`src/rtl/ring_fetch_pkg.sv`:
```
package ring_fetch_pkg;
  localparam int REG_AW = 3;

  localparam logic [REG_AW-1:0] RA_CTRL     = 3'd0;
  localparam logic [REG_AW-1:0] RA_START_LO = 3'd1;
  localparam logic [REG_AW-1:0] RA_START_HI = 3'd2;
  localparam logic [REG_AW-1:0] RA_END_LO   = 3'd3;
  localparam logic [REG_AW-1:0] RA_END_HI   = 3'd4;
  localparam logic [REG_AW-1:0] RA_PUT_LO   = 3'd5;
  localparam logic [REG_AW-1:0] RA_PUT_HI   = 3'd6;
  localparam logic [REG_AW-1:0] RA_GET      = 3'd7;

  localparam logic [3:0] RESTART_OPC = 4'h5;

  // control bits: [0] halt, [1] pointer reset, [2] pointer load
  localparam logic [2:0] CTRL_HALT_ONLY = 3'b001;
  localparam logic [2:0] CTRL_LOAD_PTR  = 3'b111;

  function automatic logic is_restart(input logic [31:0] w);
    return w[31:28] == RESTART_OPC;
  endfunction

  function automatic logic [31:0] restart_target(input logic [31:0] w);
    return {2'b00, w[27:0], 2'b00};
  endfunction
endpackage

```
`src/rtl/ring_fetch_regs.sv`:
```
module ring_fetch_regs
  import ring_fetch_pkg::*;
#(
  parameter int ADDR_W = 64
) (
  input  logic              clk,
  input  logic              rst_n,
  input  logic              wr_en,
  input  logic [REG_AW-1:0] wr_addr,
  input  logic [31:0]       wr_data,
  input  logic [REG_AW-1:0] rd_addr,
  output logic [31:0]       rd_data,
  input  logic [31:0]       get_i,
  output logic [2:0]        ctrl_o,
  output logic [ADDR_W-1:0] start_o,
  output logic [31:0]       end_lo_o,
  output logic [31:0]       end_hi_o,
  output logic [31:0]       put_o,
  output logic              get_load_o,
  output logic              ctrl_nz_wr_o
);
  localparam int HI_W = ADDR_W - 32;

  logic [2:0]      ctrl_q;
  logic [31:0]     start_lo_q;
  logic [HI_W-1:0] start_hi_q;
  logic [31:0]     end_lo_q;
  logic [31:0]     end_hi_q;
  logic [31:0]     put_q;
  logic            ctrl_hit;

  assign ctrl_hit     = wr_en && (wr_addr == RA_CTRL);
  assign get_load_o   = ctrl_hit && (wr_data[2:0] == CTRL_LOAD_PTR);
  assign ctrl_nz_wr_o = ctrl_hit && (wr_data[2:0] != 3'b000);

  always_ff @(posedge clk or negedge rst_n) begin
    if (!rst_n) begin
      ctrl_q     <= CTRL_HALT_ONLY;
      start_lo_q <= '0;
      start_hi_q <= '0;
      end_lo_q   <= '0;
      end_hi_q   <= '0;
      put_q      <= '0;
    end else if (wr_en) begin
      case (wr_addr)
        RA_CTRL:     ctrl_q     <= wr_data[2:0];
        RA_START_LO: start_lo_q <= wr_data;
        RA_START_HI: start_hi_q <= wr_data[HI_W-1:0];
        RA_END_LO:   end_lo_q   <= wr_data;
        RA_END_HI:   end_hi_q   <= wr_data;
        RA_PUT_LO:   put_q      <= wr_data;
        default:     ;
      endcase
    end
  end

  always_comb begin
    case (rd_addr)
      RA_CTRL:     rd_data = {29'd0, ctrl_q};
      RA_START_LO: rd_data = start_lo_q;
      RA_START_HI: rd_data = 32'(start_hi_q);
      RA_END_LO:   rd_data = end_lo_q;
      RA_END_HI:   rd_data = end_hi_q;
      RA_PUT_LO:   rd_data = put_q;
      RA_GET:      rd_data = get_i;
      default:     rd_data = 32'd0;
    endcase
  end

  assign ctrl_o   = ctrl_q;
  assign start_o  = {start_hi_q, start_lo_q};
  assign end_lo_o = end_lo_q;
  assign end_hi_o = end_hi_q;
  assign put_o    = put_q;
endmodule

```
`src/rtl/ring_fetch_outbuf.sv`:
```
module ring_fetch_outbuf #(
  parameter int WORD_W = 32
) (
  input  logic              clk,
  input  logic              rst_n,
  input  logic              load,
  input  logic [WORD_W-1:0] load_data,
  input  logic              flush,
  output logic              busy,
  output logic              accept,
  output logic              cmd_valid,
  input  logic              cmd_ready,
  output logic [WORD_W-1:0] cmd_data
);
  logic              vld_q;
  logic [WORD_W-1:0] dat_q;

  assign accept    = vld_q && cmd_ready;
  assign busy      = vld_q;
  assign cmd_valid = vld_q;
  assign cmd_data  = dat_q;

  always_ff @(posedge clk or negedge rst_n) begin
    if (!rst_n) begin
      vld_q <= 1'b0;
      dat_q <= '0;
    end else if (flush) begin
      vld_q <= 1'b0;
    end else if (load) begin
      vld_q <= 1'b1;
      dat_q <= load_data;
    end else if (accept) begin
      vld_q <= 1'b0;
    end
  end
endmodule

```
`src/rtl/ring_fetch_engine.sv`:
```
module ring_fetch_engine
  import ring_fetch_pkg::*;
#(
  parameter int ADDR_W = 64
) (
  input  logic              clk,
  input  logic              rst_n,
  input  logic [2:0]        ctrl,
  input  logic [ADDR_W-1:0] start,
  input  logic [31:0]       end_lo,
  input  logic [31:0]       end_hi,
  input  logic [31:0]       put,
  input  logic              get_load,
  input  logic              ctrl_nz_wr,
  output logic              mem_req_valid,
  input  logic              mem_req_ready,
  output logic [ADDR_W-1:0] mem_req_addr,
  input  logic              mem_rsp_valid,
  input  logic [31:0]       mem_rsp_data,
  input  logic              buf_busy,
  input  logic              buf_accept,
  output logic              buf_load,
  output logic [31:0]       get_o
);
  logic        pend_q, drop_q;
  logic [31:0] get_q;
  logic        run, below_end, req_fire, rsp_take, rsp_keep, rsp_restart;

  assign run         = (ctrl == 3'b000);
  assign below_end   = (end_hi != 32'd0) || (get_q < end_lo);
  assign mem_req_valid = run && (get_q != put) && below_end && !pend_q && !buf_busy;
  assign mem_req_addr  = start + ADDR_W'(get_q);
  assign req_fire    = mem_req_valid && mem_req_ready;
  assign rsp_take    = mem_rsp_valid && pend_q;
  assign rsp_keep    = rsp_take && !drop_q && !ctrl_nz_wr && run;
  assign rsp_restart = is_restart(mem_rsp_data);
  assign buf_load    = rsp_keep && !rsp_restart;
  assign get_o       = get_q;

  always_ff @(posedge clk or negedge rst_n) begin
    if (!rst_n) begin
      pend_q <= 1'b0;
      drop_q <= 1'b0;
    end else begin
      if (req_fire)      pend_q <= 1'b1;
      else if (rsp_take) pend_q <= 1'b0;
      if (rsp_take)      drop_q <= 1'b0;
      else if (ctrl_nz_wr && (pend_q || req_fire)) drop_q <= 1'b1;
    end
  end

  always_ff @(posedge clk or negedge rst_n) begin
    if (!rst_n)                      get_q <= '0;
    else if (get_load)               get_q <= put;
    else if (rsp_keep && rsp_restart) get_q <= restart_target(mem_rsp_data);
    else if (buf_accept)             get_q <= get_q + 32'd4;
  end
endmodule

```
`src/rtl/ring_fetch_ctrl.sv`:
```
module ring_fetch_ctrl
  import ring_fetch_pkg::*;
#(
  parameter int ADDR_W = 64
) (
  input  logic              clk,
  input  logic              rst_n,
  input  logic              reg_wr_en,
  input  logic [2:0]        reg_wr_addr,
  input  logic [31:0]       reg_wr_data,
  input  logic [2:0]        reg_rd_addr,
  output logic [31:0]       reg_rd_data,
  output logic              mem_req_valid,
  input  logic              mem_req_ready,
  output logic [ADDR_W-1:0] mem_req_addr,
  input  logic              mem_rsp_valid,
  input  logic [31:0]       mem_rsp_data,
  output logic              cmd_valid,
  input  logic              cmd_ready,
  output logic [31:0]       cmd_data
);
  logic [2:0]        ctrl_q;
  logic [ADDR_W-1:0] start_q;
  logic [31:0]       end_lo_q, end_hi_q, put_q, get_q;
  logic              get_load, ctrl_nz_wr, buf_busy, buf_accept, buf_load;

  ring_fetch_regs #(.ADDR_W(ADDR_W)) regs_i (
    .clk(clk), .rst_n(rst_n),
    .wr_en(reg_wr_en), .wr_addr(reg_wr_addr), .wr_data(reg_wr_data),
    .rd_addr(reg_rd_addr), .rd_data(reg_rd_data), .get_i(get_q),
    .ctrl_o(ctrl_q), .start_o(start_q), .end_lo_o(end_lo_q), .end_hi_o(end_hi_q),
    .put_o(put_q), .get_load_o(get_load), .ctrl_nz_wr_o(ctrl_nz_wr)
  );

  ring_fetch_engine #(.ADDR_W(ADDR_W)) engine_i (
    .clk(clk), .rst_n(rst_n), .ctrl(ctrl_q), .start(start_q),
    .end_lo(end_lo_q), .end_hi(end_hi_q), .put(put_q),
    .get_load(get_load), .ctrl_nz_wr(ctrl_nz_wr),
    .mem_req_valid(mem_req_valid), .mem_req_ready(mem_req_ready), .mem_req_addr(mem_req_addr),
    .mem_rsp_valid(mem_rsp_valid), .mem_rsp_data(mem_rsp_data),
    .buf_busy(buf_busy), .buf_accept(buf_accept), .buf_load(buf_load), .get_o(get_q)
  );

  ring_fetch_outbuf #(.WORD_W(32)) outbuf_i (
    .clk(clk), .rst_n(rst_n), .load(buf_load), .load_data(mem_rsp_data),
    .flush(get_load), .busy(buf_busy), .accept(buf_accept),
    .cmd_valid(cmd_valid), .cmd_ready(cmd_ready), .cmd_data(cmd_data)
  );
endmodule

```
`config.mk`:
```
export PLATFORM = sky130hd
export DESIGN_NAME = ring_fetch_ctrl
export DESIGN_NICKNAME = d
export VERILOG_FILES = /design/src/rtl/ring_fetch_pkg.sv /design/src/rtl/ring_fetch_regs.sv /design/src/rtl/ring_fetch_outbuf.sv /design/src/rtl/ring_fetch_engine.sv /design/src/rtl/ring_fetch_ctrl.sv
export SDC_FILE = /design/constraint.sdc
export NUM_CORES = 1
export LEC_CHECK = 0
export BUFFER_PORTS_ARGS = -buffer_cell sky130_fd_sc_hd__buf_2
export CAP_MARGIN = 20
export CORE_ASPECT_RATIO = 0.7
export CORE_UTILIZATION = 59
export DETAILED_ROUTE_END_ITERATION = 8
export HOLD_SLACK_MARGIN = 0.08
export PLACE_DENSITY = 0.82
export SYNTH_ARGS = -nofsm -noshare
export SYNTH_HDL_FRONTEND = slang
export SYNTH_HIERARCHICAL = 1
export SYNTH_SLANG_ARGS = --single-unit
```
`constraint.sdc`:
```
create_clock -name clk -period 3.34 [get_ports clk]
set_input_delay 0.167 -clock clk [delete_from_list [all_inputs] [get_ports clk]]
set_output_delay 0.167 -clock clk [all_outputs]
set_load 0.05 [all_outputs]
```
==> impl_summary.md, run 1 <==
Run status
The flow ran to the end, but the final reports show violations. The checks that failed: design-rule violations, negative setup slack.

Timing
The number of failing hold endpoints at the final stage is 0. The number of failing setup endpoints in the final timing report is 43. Based on the critical path, the design can be clocked at up to 257 MHz. For the pin with the worst max-slew slack, the measured transition is 1060 ps.

In the final timing run, aggregate negative setup slack is -14340 ps. Setup repair after global routing could not meet its margin everywhere. The minimum setup slack in the final design is -553 ps. The count of final max-slew check failures is 0. Across the routed clock network, the largest skew measured is 11.8 ps. The period utilization is 1.17. Measured against its own limit, the worst slew margin works out to 0.295.

Subtracting the final worst setup slack from the clock period gives 3890 ps. Final hold analysis gives a worst-case slack of 180 ps.

Route
After detailed routing, the number of vias per cell comes to 6.75. The first-pass iteration count of the detailed router is 9. The via count is 14400. The post-detailed-routing wire length is 55800 um. The count of nets left with antenna violations once routing finished came out at 0. In the final routed layout, each cell accounts on average for 26.2 um. The detailed router finished its first iteration with 2113 violations. The remaining routing DRC violations is 11.

Clock tree
The clock net sink count is 230. The TritonCTS clock tree is done. The later pin in the worst-skew pair is clocked with a latency of 540 ps. After clock tree synthesis, the clock-pin slew on the worst setup and hold paths is 70 ps. The number of H-tree levels is 1. The worst-case clock buffer depth is 3. The cell chosen for the clock root is sky130_fd_sc_hd__clkbuf_16. TritonCTS created 24 clock buffers.

Global route
The first global-routing pass estimated 80500 um of wire. Across every metal layer, demand over resource in global routing totals 0.409. The number of global-route vias before repair is 13600.

The initial antenna violation count is 0. The aggregate global routing overflow is 0. The largest net degree at the start of global routing is 92.

Logic synthesis
Synthesis inferred 230 register bits. The number of nets in the synthesized netlist is 1602. The fraction of registers with async set or reset after synthesis is 1.00. The fraction of the mapped netlist area in adder cells is 0.0545. A synthesized cell averages 10.3 sq um. During synthesis, Yosys emitted a total of 6 warnings. The number of distinct library cells after synthesis is 68. Synthesis handed over a netlist of 1461 instances. The synthesized-area fraction occupied by xor and xnor cells is 0.0698. The sequential element share of the synthesized area is 0.382. The mux cell area share after synthesis is 0.187. Of the total synthesized cell area, the portion taken by AND, OR, NAND and NOR gates is 0.109. Among all flip-flop cells after synthesis, the most frequent one is sky130_fd_sc_hd__dfrtp_1. The compound-gate portion of the synthesized area is 0.151. After synthesis the cells add up to 15100 sq um.

Yosys mapped a number of flops with a built-in enable equal to 0. After synthesis, the largest family of logic cells by area is multiplexers.

Power
The post-route total power is 15.7 mW. The peak supply drop is 1180 uV. In this run the power density over the cells is 815 nW/um^2. The leakage power total is 8.64 nW.

Finish
The total area of multi-input combinational cells is 9210 sq um. The count of inserted antenna diode cells is 0. The area growth from synthesis to layout is 27.9%.

The finished cells cover 19300 sq um. The final layout contains 1926 nets. The post-route non-filler standard cell count is 2127.

The layout cell share with drive strength beyond 1 is 0.356. The final-layout fill cell count is 1550. Registers take 5760 sq um.

Worst setup path
The register-to-register setup slack is 120 ps. The worst register-to-register path begins at engine_i/get_o[16]$_DFFE_PN0P_. The endpoint identified for the worst register-to-register timing path is engine_i/pend_q$_DFFE_PN0P_. The classification of the worst setup path is register to output port. The required time of the critical path is 3170 ps. Of all nets on the critical path, the largest fanout is 8. The endpoint class of the critical path is an output port.

The number of cells on the worst reg-to-reg path is 9. The launching element type of the critical path is a register. The data arrival time at the worst-slack endpoint is 3730 ps.

Floorplanning
The count of pins on the block boundary is 206. The area of the die is 26200 sq um. The width of the chip is 193 um. The initial utilization of the core area, before any placement, comes to 0.605. The core region is 24900 sq um. The site row count is 48. The die is 136 um tall.

Worst hold path
The min-delay analysis places its worst path in the category input port to register. The worst hold path cell count is 3. The destination of the worst hold path is regs_i/ctrl_o[1]$_DFFE_PN0P_. The hold path startpoint is reg_wr_addr[2].

Placement
At the end of routability-driven placement, the weighted congestion stood at 0.976. After legalization and detailed placement, the total HPWL measured 38100 um. After detailed placement, the design holds a cell count of 1993. During placement, the flow inserted port buffers numbering 205. Once placement finished, the instance area stood at 16900 sq um.

Run
The max-capacitance violation count is 0.
[logic make-up after synthesis]
| logic type | count (synthesis) |
|---|---|
| compound gates | 326 |
| simple gates | 325 |
| mux | 244 |
| flops | 230 |
| buf+inv | 151 |
| xor+xnor | 120 |
| fa+ha+maj | 65 |
[cells in the mapped netlist, drive strengths merged (34+ instances only)]
cell      n  area, sq um
a21oi    78          390
nand2    98          368
dfrtp   229         5730
o21ai    60          300
clkbuf   39          146
xnor2    80          701
a211oi   34          295
mux2    203         2400
buf      45          297
xor2     40          350
ha       64          801
inv      67          251
mux2i    41          410
nor2     73          274
[metal layers]
metal	vias to the layer above	GRT usage	routed length [um]
li1	5998	-	-
met1	6993	0.580	22000
met2	1128	0.605	24100
met3	234	0.0992	7020
met4	0	0.156	2660
met5	-	0	0
[how the worst max path moves through the flow]
stage | to | start
4_1_cts | mem_req_addr[58] | engine_i/get_o[0]$_DFFE_PN0P_
2_1_floorplan | mem_req_addr[60] | engine_i/get_o[0]$_DFFE_PN0P_
3_5_place_dp | mem_req_addr[36] | regs_i/start_lo_q[0]$_DFFE_PN0P_
3_3_place_gp | mem_req_addr[62] | regs_i/start_lo_q[0]$_DFFE_PN0P_
6_report | mem_req_addr[62] | engine_i/get_o[0]$_DFFE_PN0P_
5_1_grt | mem_req_addr[62] | engine_i/get_o[0]$_DFFE_PN0P_
[area by class of cell]
class,count,area share
Sequential cell,230,0.299
Timing Repair Buffer,381,0.146
Tap cell,325,0.0211
Clock inverter,12,0.00682
Inverter,67,0.0131
Clock buffer,31,0.0357
Multi-Input combinational cell,1081,0.479
[critical path, cell delays in order, from the launching register on]
cell and delay, ps:
sky130_fd_sc_hd__dfrtp_1 370, sky130_fd_sc_hd__ha_2 200, sky130_fd_sc_hd__inv_2 40, sky130_fd_sc_hd__fa_2 320
sky130_fd_sc_hd__and2b_2 260, sky130_fd_sc_hd__o21bai_4 70, sky130_fd_sc_hd__a311oi_2 190, sky130_fd_sc_hd__buf_4 170
sky130_fd_sc_hd__o211ai_1 120, sky130_fd_sc_hd__a41o_1 240, sky130_fd_sc_hd__a211o_4 460, sky130_fd_sc_hd__a211oi_4 400
sky130_fd_sc_hd__xor2_4 170, sky130_fd_sc_hd__buf_6 170
[cells in the final DEF, fill, tap and decap left out, types with 20 or more instances in the layout]
cell,n
sky130_fd_sc_hd__mux2i_1,41
sky130_fd_sc_hd__a21oi_1,70
sky130_fd_sc_hd__mux2_4,30
sky130_fd_sc_hd__dlygate4sd3_1,69
sky130_fd_sc_hd__ha_1,53
sky130_fd_sc_hd__buf_2,156
sky130_fd_sc_hd__inv_1,66
sky130_fd_sc_hd__nand4_1,33
sky130_fd_sc_hd__nand2_1,98
sky130_fd_sc_hd__xor2_1,26
sky130_fd_sc_hd__nand3_1,21
sky130_fd_sc_hd__nor2_1,72
sky130_fd_sc_hd__xnor2_1,78
sky130_fd_sc_hd__o21ai_0,53
sky130_fd_sc_hd__clkbuf_16,27
sky130_fd_sc_hd__a221oi_1,31
sky130_fd_sc_hd__dfrtp_1,229
sky130_fd_sc_hd__a211oi_1,20
sky130_fd_sc_hd__a21o_1,29
sky130_fd_sc_hd__buf_4,130
sky130_fd_sc_hd__mux2_2,161
[registers in the layout, indices dropped and copies added, names as in the netlist]
name               flops
regs_i/end_hi_o       32
outbuf_i/cmd_data     32
engine_i/pend_q        1
regs_i/put_o          32
regs_i/end_lo_o       32
regs_i/start_lo_q     32
engine_i/drop_q        1
regs_i/start_hi_q     32
regs_i/ctrl_o          3
outbuf_i/busy          1
engine_i/get_o        32
[per-stage QoR]
stage	worst slack (ps)	utilization
finish	-553	0.774
global route	-653	0.774
CTS	-466	0.760
detailed placement	-107	0.681
global placement	-8.48	0.680
floorplan	-0.996	-
[report_power, final]
group	total, mW	internal, mW	switching (mW)
registers	4.36	3.54	0.821
clock network	2.81	1.62	1.19
logic	8.52	3.01	5.50
total	15.7	8.17	7.52
[what timing repair did]
action / CTS / global route
resized for setup: 98 / 54
hold buffers: 69 / 0
buffers inserted: 10 / 11
gates cloned: 1 / 2
hold endpoints to repair: 292 / 0
pin swaps: 17 / 20
setup endpoints to repair: 46 / 46
Note: power is estimated with default switching activity, not from simulation.
==> run 2, diff against run 1 <==
- ABC_AREA: not set -> 1
- CORE_UTILIZATION: 59 -> 60
==> impl_summary.md, run 2 <==
Power
The post-route total power is 15.3 mW (was 15.7 mW). The peak supply drop is 792 uV (was 1180 uV). The power density over the cells is 763 nW/um^2 (was 815 nW/um^2).

The leakage power total is 10.2 nW (was 8.64 nW).

Logic synthesis
The most used flip-flop cell after synthesis is sky130_fd_sc_hd__dfrtp_1 (unchanged). The synthesized area is 16900 sq um (was 15100 sq um). The number of distinct library cells after synthesis is 56 (was 68).

The fraction of registers with async set or reset after synthesis is 1.00 (unchanged). The count of mapped cells out of synthesis was 2438 (was 1461). Cell types with the largest area share after synthesis: sky130_fd_sc_hd__dfrtp_1, sky130_fd_sc_hd__nand2_1, sky130_fd_sc_hd__nand4_1, sky130_fd_sc_hd__inv_1, sky130_fd_sc_hd__o21ai_0 (was sky130_fd_sc_hd__dfrtp_1, sky130_fd_sc_hd__mux2_2, sky130_fd_sc_hd__ha_1, sky130_fd_sc_hd__xnor2_1, sky130_fd_sc_hd__mux2_4). The average cell area after synthesis is 6.94 sq um (was 10.3 sq um).

The number of enable flip-flop cells after synthesis is 0 (unchanged). The share of Yosys cell area claimed by the top area cell type came to 0.339 (was 0.381). The register bit count reported by yosys is 230 (unchanged). Post-synth top cells: sky130_fd_sc_hd__nand2_1, sky130_fd_sc_hd__inv_1, sky130_fd_sc_hd__dfrtp_1, sky130_fd_sc_hd__nor2_1, sky130_fd_sc_hd__o21ai_0 (was sky130_fd_sc_hd__dfrtp_1, sky130_fd_sc_hd__mux2_2, sky130_fd_sc_hd__nand2_1, sky130_fd_sc_hd__xnor2_1, sky130_fd_sc_hd__a21oi_1). The number of nets produced by synthesis is 2579 (was 1602). The top cell type by total area after synthesis is sky130_fd_sc_hd__dfrtp_1 (unchanged). The most frequent cell after synthesis is sky130_fd_sc_hd__nand2_1 (was sky130_fd_sc_hd__dfrtp_1). The count of synthesis-stage warnings from yosys is 6 (unchanged). The sequential element share of the synthesized area is 0.340 (was 0.382).

Clock tree
The number of buffers created by CTS is 25 (was 24). The TritonCTS clock tree is done (unchanged). The clock latency reported for the late side of the worst-skew pair is 550 ps (was 540 ps). The number of H-tree levels is 1 (unchanged). The clock edge transition at the registers on the reported setup and hold paths is 70 ps (about the same). The cell chosen for the clock root is sky130_fd_sc_hd__clkbuf_16 (unchanged). The clock net sink count came to 230 (unchanged).

The worst-case clock buffer depth was 3 (unchanged).

Timing
The number of failing setup endpoints in the final timing report is 0 (was 43). The number of failing hold endpoints at the final stage is 0 (unchanged). The count of final max-slew check failures is 0 (unchanged). The fmax is 305 MHz (was 257 MHz). The worst hold margin is 200 ps (was 180 ps). The period utilization came to 0.981 (was 1.17). The largest clock skew in the final design is 24.6 ps (was 11.8 ps).

The minimum period implied by the final worst setup slack is 3280 ps (was 3890 ps). The remaining max-slew budget at the tightest pin is 0.309 (was 0.295). The summed negative setup slack over all endpoints is 0 ps (was -14340 ps). The transition time at the pin with the least slew margin is 1040 ps (was 1060 ps).

Finish
The number of nets in the final layout is 2832 (was 1926). Most frequent cells in the layout: sky130_fd_sc_hd__nand2_1, sky130_fd_sc_hd__inv_1, sky130_fd_sc_hd__dfrtp_1, sky130_fd_sc_hd__nor2_1, sky130_fd_sc_hd__o21ai_0 (was sky130_fd_sc_hd__dfrtp_1, sky130_fd_sc_hd__mux2_2, sky130_fd_sc_hd__buf_2, sky130_fd_sc_hd__buf_4, sky130_fd_sc_hd__nand2_1). The layout cell share with drive strength beyond 1 is 0.162 (was 0.356). The final-layout fill cell count is 2303 (was 1550). The post-route non-filler standard cell count was 3082 (was 2127). The area added between synthesis and finish is 18.6% (was 27.9%).

The most frequent standard cell in the layout excluding fill and tap cells is sky130_fd_sc_hd__nand2_1 (was sky130_fd_sc_hd__dfrtp_1). The fraction of the core area covered by cells at the end of the flow is 0.723 (was 0.774).

Floorplanning
The effective utilization at floorplan is 0.610 (was 0.605). The area of the die is 28900 sq um (was 26200 sq um). The site row count is 51 (was 48). The height of the die is 143 um (was 136 um). The core area is 27800 sq um (was 24900 sq um). The count of pins on the block boundary is 206 (unchanged). The width of the chip came to 203 um (was 193 um).

Global route
The number of global-route vias before repair was 17100 (was 13600). The aggregate global routing overflow came to 0 (unchanged). The global-route usage over all layers was 0.443 (was 0.409). The largest net degree at the start of global routing was 106 (was 92). The wire length of the first global-routing pass came to 98200 um (was 80500 um).

The initial antenna violation count is 1 (was 0).

Route
The mean routed wirelength per cell is 21.4 um (was 26.2 um). The detailed-route vias per instance is 6.18 (was 6.75). The post-detailed-routing wire length is 65900 um (was 55800 um).

The number of antenna-violating nets in the routed design was 0 (unchanged). The iteration-0 DRC count of the detailed router is 2886 (was 2113). The remaining routing DRC violations came to 0 (was 11).

The via count is 19100 (was 14400). The first-pass iteration count of the detailed router came to 7 (was 9).

Worst setup path
The maximum net fanout on the critical path is 8 (unchanged). The launching element type of the critical path is a register (unchanged). The register-to-register setup slack is 490 ps (was 120 ps). The slowest cell on the critical path is sky130_fd_sc_hd__dfrtp_2 (was sky130_fd_sc_hd__a211o_4).

Crit-path cells: ha_1 -> nand2_1 -> nor2_1 -> buf_4 -> inv_1 -> nor4_2 -> nand3_1 -> nand3_1 -> nand2_1 -> xnor2_1 -> buf_2 (was ha_2 -> inv_2 -> fa_2 -> and2b_2 -> o21bai_4 -> a311oi_2 -> buf_4 -> o211ai_1 -> a41o_1 -> a211o_4 -> a211oi_4 -> xor2_4 -> buf_6). The worst stage delay on the critical path is 490 ps (was 460 ps). The data arrival time at the worst-slack endpoint is 3110 ps (was 3730 ps). The classification of the worst setup path is register to output port (unchanged). The required time of the critical path is 3170 ps (about the same). The endpoint class of the critical path is an output port (unchanged).

Run
The max-capacitance violation count came to 0 (unchanged).

Run status
Run status: finished, final reports clean (was finished, violations left).

Placement
The weighted congestion at the end of routability-driven global placement is 1.12 (was 0.976). The total placed cells including tap cells is 2955 (was 1993). The estimated wirelength of the detail-placed design is 47600 um (was 38100 um). The number of port buffers is 205 (unchanged).

Worst hold path
The path class of the lowest-slack min-delay path is input port to register (unchanged).
-- run 2: changes by cell type after synthesis, sizes merged, moves of 32 or more --
cell / delta
nand2: +590
inv: +214
mux2: -203
o21ai: +183
nand4: +151
nor2: +140
nand3: +119
xnor2: -50
mux2i: -41
a221oi: -32
-- run 2: worst paths after layout --
| path | to | from | cells after the start |
|---|---|---|---|
| max | mem_req_addr[57] | engine_i/get_o[27]$_DFFE_PN0P_ | 11 |
| min | regs_i/end_hi_o[3]$_DFFE_PN0P_ | reg_wr_addr[2] | 5 |
| max reg2reg | engine_i/pend_q$_DFFE_PN0P_ | engine_i/get_o[25]$_DFFE_PN0P_ | 11 |
| min reg2reg | outbuf_i/cmd_data[8]$_DFFE_PN0P_ | outbuf_i/cmd_data[8]$_DFFE_PN0P_ | 2 |
| max in group asynchronous | regs_i/start_hi_q[2]$_DFFE_PN0P_ | rst_n | 3 |
| min in group asynchronous | regs_i/start_lo_q[25]$_DFFE_PN0P_ | rst_n | 2 |
-- run 2: layer usage --
metal | GRT usage | vias up | routed length (um) | part of all wire
li1 | - | 8560 | - | -
met1 | 0.631 | 8888 | 26100 | 0.40
met2 | 0.640 | 1417 | 27800 | 0.42
met3 | 0.123 | 188 | 9090 | 0.14
met4 | 0.158 | 2 | 2780 | 0.042
met5 | 0 | - | 76 | 0.0012
-- run 2: logic make-up after synthesis --
logic type               after synthesis  share of synthesized area
AND/OR/NAND/NOR                     1292                      0.342
adder cells (fa/ha/maj)               65                     0.0485
flip-flops                           230                      0.340
buffers and inverters                400                      0.101
AO/OA/AOI/OAI                        357                      0.119
XOR/XNOR                              94                     0.0491
-- run 2: what timing repair did --
item                       in CTS  in global routing
hold endpoints to repair      316                  0
gates resized for setup        16                 57
setup endpoints to repair      21                 43
setup buffers                   0                  7
hold buffers                   69                  0
pin swaps                       0                  5
-- run 2: cell type report --
type / instances / area (sq um) / share of cell area
Antenna cell: 1 / 2.50 / 0.000125
Clock buffer: 37 / 721 / 0.0359
Clock inverter: 9 / 55.1 / 0.00274
Inverter: 283 / 1060 / 0.0530
Multi-Input combinational cell: 1808 / 9630 / 0.480
Sequential cell: 230 / 5760 / 0.287
Tap cell: 371 / 464 / 0.0231
Timing Repair Buffer: 343 / 2370 / 0.118
-- run 2: through the flow --
step / cell area (sq um) / setup WS (ps)
2_1_floorplan: 16900 / 428
3_3_place_gp: 18300 / 492
3_5_place_dp: 18300 / 427
4_1_cts: 19800 / 6.52
5_1_grt: 20100 / -19.3
6_report: 20100 / 62.5
-- run 2: power by group --
part           internal, mW  switching (mW)  total [mW]
sequential             3.51           0.930        4.44
combinational          2.34            5.86        8.20
clock                  1.50            1.18        2.68
total                  7.35            7.97        15.3
-- run 2: worst max-delay path, delay by kind of cell (launching register included) --
family        cells  cell delay [ps]
simple gates      6             1030
xor+xnor          1              130
flops             1              490
fa+ha+maj         1              390
buf+inv           3              550
